[src/rtl/dbc_pkg.sv]
package dbc_pkg;

  localparam int SZW = 2;

  typedef enum logic [2:0] {
    ST_IDLE, ST_ARB, ST_REQ, ST_ADDR, ST_DATA, ST_REL
  } dbc_state_e;

  typedef enum logic [SZW-1:0] {
    SZ_WORD  = 2'b00,
    SZ_UPPER = 2'b01,
    SZ_LOWER = 2'b10,
    SZ_NONE  = 2'b11
  } dbc_size_e;

  typedef struct packed {
    logic byte_mode;
    logic strobe_inv;
    logic narrow;
  } dbc_cfg_t;

  function automatic logic dbc_illegal(input logic byte_mode, input dbc_size_e sz,
                                       input logic a0);
    return byte_mode && ((sz == SZ_NONE) || ((sz == SZ_WORD) && a0));
  endfunction

endpackage

[src/rtl/dbc_cfg_hold.sv]
module dbc_cfg_hold
  import dbc_pkg::*;
(
  input  logic     clk,
  input  logic     rst,
  input  logic     idle_i,
  input  dbc_cfg_t cfg_i,
  output dbc_cfg_t cfg_q,
  output dbc_cfg_t cfg_d
);

  assign cfg_d = idle_i ? cfg_i : cfg_q;

  always_ff @(posedge clk) begin
    if (rst) cfg_q <= '0;
    else     cfg_q <= cfg_d;
  end

  AST_CFG_FROZEN_BUSY: assert property (@(posedge clk) disable iff (rst)
    !$past(idle_i) |-> $stable(cfg_q));

endmodule

[src/rtl/dbc_byte_enc.sv]
module dbc_byte_enc
  import dbc_pkg::*;
(
  input  logic      byte_mode_i,
  input  dbc_size_e size_i,
  output logic      pin0_o,
  output logic      pin1_o
);

  always_comb begin
    if (byte_mode_i) begin
      pin0_o = (size_i != SZ_WORD);
      pin1_o = 1'b1;
    end else begin
      pin0_o = size_i[0];
      pin1_o = size_i[1];
    end
  end

endmodule

[src/rtl/dbc_seq.sv]
module dbc_seq
  import dbc_pkg::*;
(
  input  logic       clk,
  input  logic       rst,
  input  logic       start_i,
  input  logic       byte_mode_i,
  input  logic       hlda_n_i,
  input  logic       pin_n_i,
  input  logic       done_i,
  output dbc_state_e st_q,
  output dbc_state_e st_n
);

  always_comb begin
    st_n = st_q;
    case (st_q)
      ST_IDLE: if (start_i) st_n = ST_ARB;
      ST_ARB:  if (hlda_n_i && (!byte_mode_i || pin_n_i)) st_n = ST_REQ;
      ST_REQ:  if (!hlda_n_i) st_n = ST_ADDR;
      ST_ADDR: st_n = ST_DATA;
      ST_DATA: if (done_i) st_n = ST_REL;
      ST_REL:  st_n = ST_IDLE;
      default: st_n = ST_IDLE;
    endcase
  end

  always_ff @(posedge clk) begin
    if (rst) st_q <= ST_IDLE;
    else     st_q <= st_n;
  end

  AST_ADDR_ONE_CYCLE: assert property (@(posedge clk) disable iff (rst)
    (st_q == ST_ADDR) |=> (st_q == ST_DATA));

endmodule

[src/rtl/dma_bus_ctrl.sv]
module dma_bus_ctrl
  import dbc_pkg::*;
(
  input  logic       clk,
  input  logic       rst,
  input  logic       cfg_byte_mode_i,
  input  logic       cfg_strobe_inv_i,
  input  logic       cfg_narrow_i,
  input  logic       xfer_start_i,
  input  logic [1:0] xfer_size_i,
  input  logic       xfer_a0_i,
  input  logic       xfer_done_i,
  input  logic       hlda_n_i,
  input  logic       busrq_pin_n_i,
  output logic       req_n_o,
  output logic       strobe_o,
  output logic       strobe_oe_o,
  output logic       bsel0_o,
  output logic       bsel0_oe_o,
  output logic       bsel1_o,
  output logic       bsel1_oe_o,
  output logic       err_o
);

  dbc_state_e st_q, st_n;
  dbc_cfg_t   cfg_in, cfg_q, cfg_d;
  dbc_size_e  eff_size, cmd_size;
  logic       cmd_a0, accept, bad, enc0, enc1, master_n, req_next;

  assign cfg_in   = '{byte_mode: cfg_byte_mode_i, strobe_inv: cfg_strobe_inv_i,
                      narrow: cfg_narrow_i};
  assign eff_size = cfg_q.narrow ? dbc_size_e'(xfer_size_i) : SZ_WORD;
  assign accept   = xfer_start_i && (st_q == ST_IDLE);
  assign bad      = dbc_illegal(cfg_q.byte_mode, eff_size, xfer_a0_i);

  dbc_cfg_hold u_cfg (
    .clk(clk), .rst(rst), .idle_i(st_q == ST_IDLE),
    .cfg_i(cfg_in), .cfg_q(cfg_q), .cfg_d(cfg_d)
  );

  dbc_seq u_seq (
    .clk(clk), .rst(rst), .start_i(accept && !bad),
    .byte_mode_i(cfg_q.byte_mode), .hlda_n_i(hlda_n_i),
    .pin_n_i(busrq_pin_n_i), .done_i(xfer_done_i),
    .st_q(st_q), .st_n(st_n)
  );

  dbc_byte_enc u_enc (
    .byte_mode_i(cfg_d.byte_mode), .size_i(cmd_size),
    .pin0_o(enc0), .pin1_o(enc1)
  );

  assign master_n = (st_n == ST_ADDR) || (st_n == ST_DATA);
  assign req_next = (st_n == ST_REQ) || master_n;

  always_ff @(posedge clk) begin
    if (rst) begin
      cmd_size    <= SZ_WORD;
      cmd_a0      <= 1'b0;
      err_o       <= 1'b0;
      req_n_o     <= 1'b1;
      strobe_o    <= 1'b0;
      strobe_oe_o <= 1'b0;
      bsel0_o     <= 1'b1;
      bsel0_oe_o  <= 1'b0;
      bsel1_o     <= 1'b1;
      bsel1_oe_o  <= 1'b0;
    end else begin
      if (accept) begin
        cmd_size <= eff_size;
        cmd_a0   <= xfer_a0_i;
        if (bad) err_o <= 1'b1;
      end
      req_n_o     <= !req_next;
      strobe_oe_o <= master_n;
      strobe_o    <= master_n && ((st_n == ST_ADDR) ^ cfg_d.strobe_inv);
      bsel0_oe_o  <= master_n;
      bsel0_o     <= master_n ? enc0 : 1'b1;
      if (cfg_d.byte_mode) begin
        bsel1_oe_o <= 1'b1;
        bsel1_o    <= hlda_n_i || !req_n_o;
      end else begin
        bsel1_oe_o <= master_n;
        bsel1_o    <= master_n ? enc1 : 1'b1;
      end
    end
  end

  AST_MASTER_REQUESTS: assert property (@(posedge clk) disable iff (rst)
    strobe_oe_o |-> !req_n_o);

  AST_STROBE_ADDR_LEVEL: assert property (@(posedge clk) disable iff (rst)
    (strobe_oe_o && !$past(strobe_oe_o)) |-> (strobe_o != cfg_q.strobe_inv));

  AST_BUSRQ_PIN_FREE: assert property (@(posedge clk) disable iff (rst)
    ($fell(req_n_o) && cfg_q.byte_mode) |-> $past(busrq_pin_n_i));

  AST_ERR_STICKY: assert property (@(posedge clk) disable iff (rst)
    $past(err_o) |-> err_o);

  AST_BYTE_A0_CONSISTENT: assert property (@(posedge clk) disable iff (rst)
    (bsel0_oe_o && cfg_q.byte_mode && !bsel0_o) |-> !cmd_a0);

endmodule

[config.mk]
export PLATFORM = sky130hd
export DESIGN_NAME = dma_bus_ctrl
export DESIGN_NICKNAME = d
export VERILOG_FILES = /design/src/rtl/dbc_pkg.sv /design/src/rtl/dbc_cfg_hold.sv /design/src/rtl/dbc_byte_enc.sv /design/src/rtl/dbc_seq.sv /design/src/rtl/dma_bus_ctrl.sv
export SDC_FILE = /design/constraint.sdc
export NUM_CORES = 1
export LEC_CHECK = 0
export ABC_AREA = 1
export BUFFER_PORTS_ARGS = -buffer_cell sky130_fd_sc_hd__buf_2
export CORE_MARGIN = 3
export CORE_UTILIZATION = 49
export DETAILED_ROUTE_END_ITERATION = 16
export PLACE_DENSITY_LB_ADDON = 0.15
export SETUP_SLACK_MARGIN = 0.05
export SLEW_MARGIN = 20
export SYNTH_ARGS = -nofsm -noshare
export SYNTH_HDL_FRONTEND = slang
export SYNTH_HIERARCHICAL = 1
export SYNTH_SLANG_ARGS = --single-unit
[constraint.sdc]
create_clock -name clk -period 1.9 [get_ports clk]
set_input_delay 0.38 -clock clk [delete_from_list [all_inputs] [get_ports clk]]
set_output_delay 0.38 -clock clk [all_outputs]
set_load 0.01 [all_outputs]
# Word-level counts from Yosys, hierarchy flattened
# Index checks and enable logic that the tools add are counted.
[op_classes]
n_mux = 11
n_reduce_logical = 20
eq_ne = 8
bitwise_logic = 2
[ops]
columns = ["cell", "count"]
rows = [
  ["$mux W3", 5],
  ["$pmux W3 S5", 1],
  ["$eq A3 B2 Y1 const B", 4],
  ["$eq A3 B3 Y1 const B", 2],
  ["$logic_and A1 B1 Y1", 6],
  ["$logic_or A1 B1 Y1", 5],
  ["$logic_not A1 Y1", 4],
  ["$mux W1", 4],
  ["$eq A3 B1 Y1 const B", 1],
  ["$logic_not A3 Y1", 1],
  ["$eq A2 B2 Y1 const B", 1],
  ["$logic_not A2 Y1", 1],
  ["$mux W2", 1],
  ["$reduce_and A2 Y1", 1],
  ["$reduce_bool A2 Y1", 1],
  ["$reduce_or A2 Y1", 1],
  ["$not A1 Y1", 1],
  ["$xor A1 B1 Y1", 1],
]
[totals]
in_bits = 12
wordCells = 53
reg_bits = 15
output_inout_bits = 8

# Longest topological paths before layout
# Gate-level depths: netlist of run 1.
[logic_depth]
word_depth = 13
mapped_depth = 16
ltp_nobuf = 16

# Cells and area by module
# The synthesis of run 1 kept the hierarchy.
[by_module_without_submodules]
columns = ["mod", "instances", "seq_area_each_um2", "cells_per_inst", "area_each_um2"]
rows = [
  ["dma_bus_ctrl", 1, 180.2, 54, 392.9],
  ["dbc_seq", 1, 60.1, 32, 188.9],
  ["dbc_cfg_hold", 1, 60.1, 25, 145.1],
  ["dbc_byte_enc", 1, 0.0, 6, 22.5],
]

# Least setup slack after synthesis of run 1
# Ideal clock, no wire load.
[synth_path]
kind = "reg2reg"
from = "register u_seq.st_q[0]"
to = "register bsel0_o"
stages_incl_launch_ff = 16
setup_ns = 0.120
n_path_buf = 0
t_required_ns = 1.780
synth_period_minus_slack_ns = 1.714
arrival_ns = 1.594
slack_ns = 0.186
path_cell_list = "dfxtp_1 > inv_1 > nand3_1 > inv_1 > nand2_1 > a21oi_1 > inv_1 > nand2_1 > nand3_1 > nand2_1 > nor2_2 > inv_1 > nand3b_1 > nand2_2 > nand2_2 > or2_1"
[synth_between]
elab_chain_len = 9
elab_cells_between_ends = 19
cone_classes = "eq/ne: 6; mux: 7; bitwise: 1; reduce/logical: 5"
[synth_rtl]
columns = ["element", "line_no", "text"]
rows = [
  ["start, declared", "dbc_seq.sv:11", "output dbc_state_e st_q,"],
  ["start signal, assigned", "dbc_seq.sv:30", "else st_q <= st_n;"],
  ["$logic_not A3 Y1", "dbc_seq.sv:17, dma_bus_ctrl.sv:33", ""],
  ["$logic_and A1 B1 Y1", "dma_bus_ctrl.sv:33", "assign accept = xfer_start_i && (st_q == ST_IDLE);"],
  ["$logic_and A1 B1 Y1", "dma_bus_ctrl.sv:42", ".clk(clk), .rst(rst), .start_i(accept && !bad),"],
  ["$mux W3", "dbc_seq.sv:18", "ST_IDLE: if (start_i) st_n = ST_ARB;"],
  ["$pmux W3 S5 *", "dbc_seq.sv:17", "case (st_q)"],
  ["named net st_n[0]", "dma_bus_ctrl.sv:25", "dbc_state_e st_q, st_n;"],
  ["$eq A3 B2 Y1 / $eq A3 B3 Y1 (equally long branches)", "dma_bus_ctrl.sv:53", "assign master_n = (st_n == ST_ADDR) || (st_n == ST_DATA);"],
  ["$logic_or A1 B1 Y1 *", "dma_bus_ctrl.sv:53", ""],
  ["$not A1 Y1 (no source line) *", "--", ""],
  ["$reduce_or A2 Y1 (no source line) *", "--", ""],
  ["end signal, assigned", "dma_bus_ctrl.sv:78", "bsel0_o <= master_n ? enc0 : 1'b1;"],
  ["end, declared", "dma_bus_ctrl.sv:18", "output logic bsel0_o,"],
]
# The timed path passes the listed nets; every way through them passes the cells marked *.
# A chain may end at the register's enable or synchronous reset.

# Worst setup path after layout of run 1
[layout_path]
from = "register u_cfg/cfg_q[0] (netlist name)"
to = "register bsel0_o"
[layout_between]
elab_chain_len = 13
elab_cells_between_ends = 15
cone_classes = "eq/ne: 3; mux: 3; bitwise: 1; reduce/logical: 8"
[layout_rtl]
columns = ["element", "line_no", "text"]
rows = [
  ["$mux W2 *", "dma_bus_ctrl.sv:32", "assign eff_size = cfg_q.narrow ? dbc_size_e'(xfer_size_i) : SZ_WORD;"],
  ["$logic_not A2 Y1", "dbc_pkg.sv:24", "return byte_mode && ((sz == SZ_NONE) || ((sz == SZ_WORD) && a0));"],
  ["$logic_and A1 B1 Y1", "dbc_pkg.sv:24", ""],
  ["$logic_or A1 B1 Y1 *", "dbc_pkg.sv:24", ""],
  ["$logic_and A1 B1 Y1 *", "dbc_pkg.sv:24", ""],
  ["$logic_not A1 Y1 *", "dma_bus_ctrl.sv:42", ""],
  ["$logic_and A1 B1 Y1 *", "dma_bus_ctrl.sv:42", ""],
  ["$mux W3 *", "dbc_seq.sv:18", ""],
  ["$pmux W3 S5 *", "dbc_seq.sv:17", ""],
  ["named net st_n[0]", "dma_bus_ctrl.sv:25", ""],
  ["$eq A3 B2 Y1 / $eq A3 B3 Y1 (equally long branches)", "dma_bus_ctrl.sv:53", ""],
  ["$logic_or A1 B1 Y1 *", "dma_bus_ctrl.sv:53", ""],
  ["$not A1 Y1 (no source line) *", "--", ""],
  ["$reduce_or A2 Y1 (no source line) *", "--", ""],
]
# Marked as above.

==> flow_summary.toml, run 1 <==
[min_path]
hold_class = "input port to flip-flop"
holdPathStages = 5
min-delay-start = "cfg_narrow_i"
worstHoldEndpoint = "u_cfg/cfg_q[0]"

[setup_path]
reg2regPathDepth = 14
r2r-end = "bsel0_o"
crit_arrival_ps = 1910
slowest_delay_ps = 330
crit_top_cell = "nand2_1"
worst-path-max-fanout = 4
end_kind = "flip-flop"
reg2reg_slack_ps = 160
required_ps = 2070
critPathKind = "flip-flop to flip-flop"
reg2reg_from = "u_cfg/cfg_q[0]"
slowest_stage = "dfxtp_2"
crit_chain = "nand2_1 -> nor2_1 -> nor2_1 -> a21oi_1 -> inv_1 -> nand2_1 -> nand3_1 -> nand2_1 -> nor2_2 -> inv_1 -> nand3b_1 -> nand2_2 -> nand2_2 -> or2_1"
startpoint_type = "flip-flop"

[sta]
finClkSkew_ps = 2.41
slew_headroom_pct = 83.5
setup_slack_ps = 165
period_minus_slack_ps = 1740
rsz0062_at_grt = "no"
drv_slew = 0
tns_ps = 0
post-route-period-util_pct = 91.3
tightest_slew_ps = 248
fmax_ghz = 0.576
hold_viol = 0
setup_viol = 0

[clocking]
cts_tree = "built"
htree_levels = 1
path_clk_slew_ps = 90
clockRootBuffer = "clkbuf_4"
cts_buffers = 3
cts_sinks = 15
clockBufferDepth = 2
clkLatencyLatePin_ps = 280

[pwr]
cellLeakagePower_nw = 0.544
pwr-share-comb_pct = 35.7
clockPowerShare_pct = 20.8
internal_power_uw = 565
pwr_density_cell_mw_per_mm2 = 911
ir_drop_mv = 0.434
sw_frac_of_total_pct = 34.3
p_sw_uw = 295
seqPwrFrac_pct = 43.5

[outcome]
status = "complete, no violations"

[floorplan]
dieHeight_um = 45.0
die_w_um = 45.0
core_mm2 = 0.00137
row_count = 13
dieArea_mm2 = 0.00203
io_pins = 20
initial_core_util_pct = 54.6

[routing]
drc = 0
viasPerCell = 4.59
antenna_left = 0
wl_per_cell_um = 9.44
vias = 734
drt_iter0_markers = 13
drt-total-wl_um = 1510
first_pass_iters = 4

[cells_and_area]
final_layout_size_suffix_gt1_share_pct = 34.5
nets = 158
stdcell_count = 160
area_delta_synth_final_pct = 26.7
num_antenna_cells = 0
nFillCells = 125
regArea_um2 = 305
multi_input_area_um2 = 325
final_area_um2 = 945
fin_util_pct = 69.1

[placed_design]
placed_cells = 152
dp_slack_ps = 18.9
postPlaceCellArea_um2 = 875
portBuffers = 19
gp_congestion = 0.831
place_hpwl_um = 1170

[global_route]
grt_usage_pct = 16.9
antenna_found_initial = 0
grt_pass1_vias = 641
grt-ovfl-total = 0
grt_max_degree = 12
grt_pass1_wl_um = 2430

[job]
maxCapViolations = 0

[yosys]
synth_area_um2 = 746
synth.net_count = 128
netlist_instances = 116
ys_warn_count = 6
syn_area_per_cell_um2 = 6.43
==> critical path: cells and delay by family (launching register included) <==
family,cells,cell delay [ps]
simple gates,11,1090
buf+inv,2,120
compound gates,1,80
flops,1,330
==> layout by cell type, fill, tap and decap left out <==
cell	n
a21oi_1	9
buf_2	19
buf_4	7
clkbuf_4	3
clkinv_2	1
dfxtp_1	11
dfxtp_2	4
inv_1	28
inv_2	4
nand2_1	29
nand2_2	4
nand3_1	5
nand3_2	2
nand3b_1	1
nor2_1	9
nor2_2	5
o21ai_0	1
o21ai_2	1
or2_1	1
xor2_1	1
==> layer usage <==
metal	vias to the layer above	part of all wire, %	global-route usage (%)
li1	396	-	-
met2	15	48	29.1
met5	-	0	0
met4	0	1.3	10.5
met3	2	4.8	3.59
met1	321	45	18.7
==> sequential cells by signal, summed over array words and instances, names as in the netlist <==
signal / cells
bsel0_o: 1
bsel0_oe_o: 1
bsel1_o: 1
bsel1_oe_o: 1
cmd_size: 2
err_o: 1
req_n_o: 1
strobe_o: 1
u_cfg/cfg_q: 3
u_seq/st_q: 3
==> worst max-delay path by stage <==
stage,slack [ps],startpoint,end
global placement,90,xfer_size_i[1],bsel0_o
CTS,120,u_seq/st_q[1],bsel0_o
finish,160,u_cfg/cfg_q[0],bsel0_o
detailed placement,20,xfer_size_i[1],bsel0_o
global route,50,u_cfg/cfg_q[0],bsel0_o
floorplan,190,u_seq/st_q[0],bsel0_o
==> power groups by stage <==
stage	Combinational [mW]	Clock [mW]	Sequential, mW
6_report	0.307	0.179	0.374
5_1_grt	0.346	0.211	0.379
4_1_cts	0.275	0.191	0.374
3_5_place_dp	0.274	0	0.382
3_3_place_gp	0.268	0	0.381
2_1_floorplan	0.180	0	0.392
==> final cells by class <==
cell class                 count  share of cell area, %
tap                           15                   1.99
multi-input combinational     68                   34.4
clock buffer                   3                   2.38
inverter                      32                   12.7
sequential                    15                   32.3
timing repair buffer          26                   15.6
clock inverter                 1                  0.530
==> stage by stage <==
step | hold slack (ps) | total power, mW
6_report | 388 | 0.860
5_1_grt | 382 | 0.937
2_1_floorplan | 438 | 0.572
3_3_place_gp | 435 | 0.649
4_1_cts | 377 | 0.840
3_5_place_dp | 451 | 0.655
==> repair_timing <==
item	in CTS	in global routing
hold buffers	0	0
endpoints found under the setup margin	0	2
resized for setup	0	7
setup buffers	0	4
Note: power is estimated with default switching activity, not from simulation.
==> inputs of run 2 (changes only) <==
--- a/config.mk
+++ b/config.mk
@@ -11,6 +11,7 @@
 export CORE_UTILIZATION = 49
 export DETAILED_ROUTE_END_ITERATION = 16
 export PLACE_DENSITY_LB_ADDON = 0.15
+export RECOVER_POWER = 100
 export SETUP_SLACK_MARGIN = 0.05
 export SLEW_MARGIN = 20
 export SYNTH_ARGS = -nofsm -noshare
==> flow_summary.toml, run 2 (synthesized netlist as in run 1, its figures left out) <==
[sta]
hold_viol = 0
post-route-period-util_pct = 90.5
setup_viol = 0
period_minus_slack_ps = 1720
tightest_slew_ps = 230
whs_ps = 388
finClkSkew_ps = 1.91
rsz0062_at_grt = "no"
slew_headroom_pct = 84.7
drv_slew = 0
setup_slack_ps = 180
tns_ps = 0
fmax_ghz = 0.581

[global_route]
grt_max_degree = 12
grt-ovfl-total = 0
grt_usage_pct = 16.9
grt_pass1_vias = 641
grt_pass1_wl_um = 2430
antenna_found_initial = 0

[clocking]
clockBufferDepth = 2
cts_tree = "built"
hold_buffers = 0
cts_sinks = 15
cts_buffers = 3
clockRootBuffer = "clkbuf_4"
clkLatencyLatePin_ps = 280
path_clk_slew_ps = 90
htree_levels = 1

[min_path]
holdPathStages = 5
hold_class = "input port to flip-flop"

[routing]
drt-total-wl_um = 1520
wl_per_cell_um = 9.48
antenna_left = 0
drt_iter0_markers = 18
viasPerCell = 4.61
drc = 0
vias = 737
first_pass_iters = 4

[setup_path]
required_ps = 2070
critPathKind = "flip-flop to flip-flop"
reg2regPathDepth = 14
end_kind = "flip-flop"
crit_arrival_ps = 1890
worst-path-max-fanout = 4
startpoint_type = "flip-flop"

[floorplan]
dieArea_mm2 = 0.00203
dieHeight_um = 45.0
die_w_um = 45.0
initial_core_util_pct = 54.6
io_pins = 20
row_count = 13
core_mm2 = 0.00137

[cells_and_area]
nets = 158
num_antenna_cells = 0
mostFrequentLayoutCells = "inv_1, nand2_1, dfxtp_1"
stdcell_count = 160
area_delta_synth_final_pct = 23.5
final_layout_size_suffix_gt1_share_pct = 24.8
top_regs = "u_cfg/cfg_q: 3 flops, u_seq/st_q: 3 flops, cmd_size: 2 flops"

[placed_design]
gp_congestion = 0.831
placed_cells = 152
place_hpwl_um = 1170
portBuffers = 19
dp_slack_ps = 18.9

[pwr]
cellLeakagePower_nw = 0.513
internal_power_uw = 555
seqPwrFrac_pct = 44.2
pwr_density_cell_mw_per_mm2 = 917
p_sw_uw = 290
clockPowerShare_pct = 21.1
finalPower_uw = 845
pwr-share-comb_pct = 34.7
sw_frac_of_total_pct = 34.3
ir_drop_mv = 0.427

[outcome]
status = "complete, no violations"

[job]
maxCapViolations = 0
## run 2: stage by stage
step                      util (%)  instance area (µm²)
after floorplan                  -                  746
after global placement        64.0                  875
after detailed placement      64.0                  875
after CTS                     66.0                  902
after global routing          67.4                  921
final                         67.4                  921
## run 2: final cells by class
type	instances	area, µm²
Multi-Input combinational cell	68	314
Clock inverter	1	5.00
Timing Repair Buffer	26	138
Tap cell	15	18.8
Fill cell	134	445
Sequential cell	15	303
Clock buffer	3	22.5
Inverter	32	120
## run 2: what timing repair did
| item | in CTS | in global routing |
|---|---|---|
| buffers inserted | 0 | 4 |
| endpoints found under the setup margin | 0 | 2 |
| gates resized for setup | 0 | 7 |
## run 2: metal layers
layer / track usage (%) / part of all wire (%) / vias to the layer above
met1: 18.7 / 46 / 324
met4: 10.5 / 1.8 / 0
met2: 29.1 / 48 / 15
li1: - / - / 394
met3: 3.59 / 4.3 / 4
met5: 0 / 0 / -
## run 2: worst max-delay path: stages, from the launching register on
cell      delay, ps
dfxtp_2         330
nand2_1          70
nor2_1           50
nor2_1          130
a21oi_1          80
inv_1            60
nand2_1          40
nand3_1          60
nand2_1          60
nor2_2          140
inv_1            60
nand3b_1        180
nand2_2          80
nand2_2          60
or2_1           210
## run 2: final timing paths
kind / to / slack, ps / startpoint
setup / recovery: bsel0_o / 180 / u_cfg/cfg_q[0]
hold / removal: u_cfg/cfg_q[0] / 390 / cfg_narrow_i
setup reg to reg: bsel0_o / 180 / u_cfg/cfg_q[0]
hold reg to reg: err_o / 470 / err_o
## run 2: power by group through the flow
stage	Sequential [mW]	Clock, mW	Combinational [mW]
floorplan	0.392	0	0.180
finish	0.374	0.178	0.293
global placement	0.381	0	0.268
detailed placement	0.382	0	0.274
global route	0.379	0.211	0.332
CTS	0.374	0.191	0.275
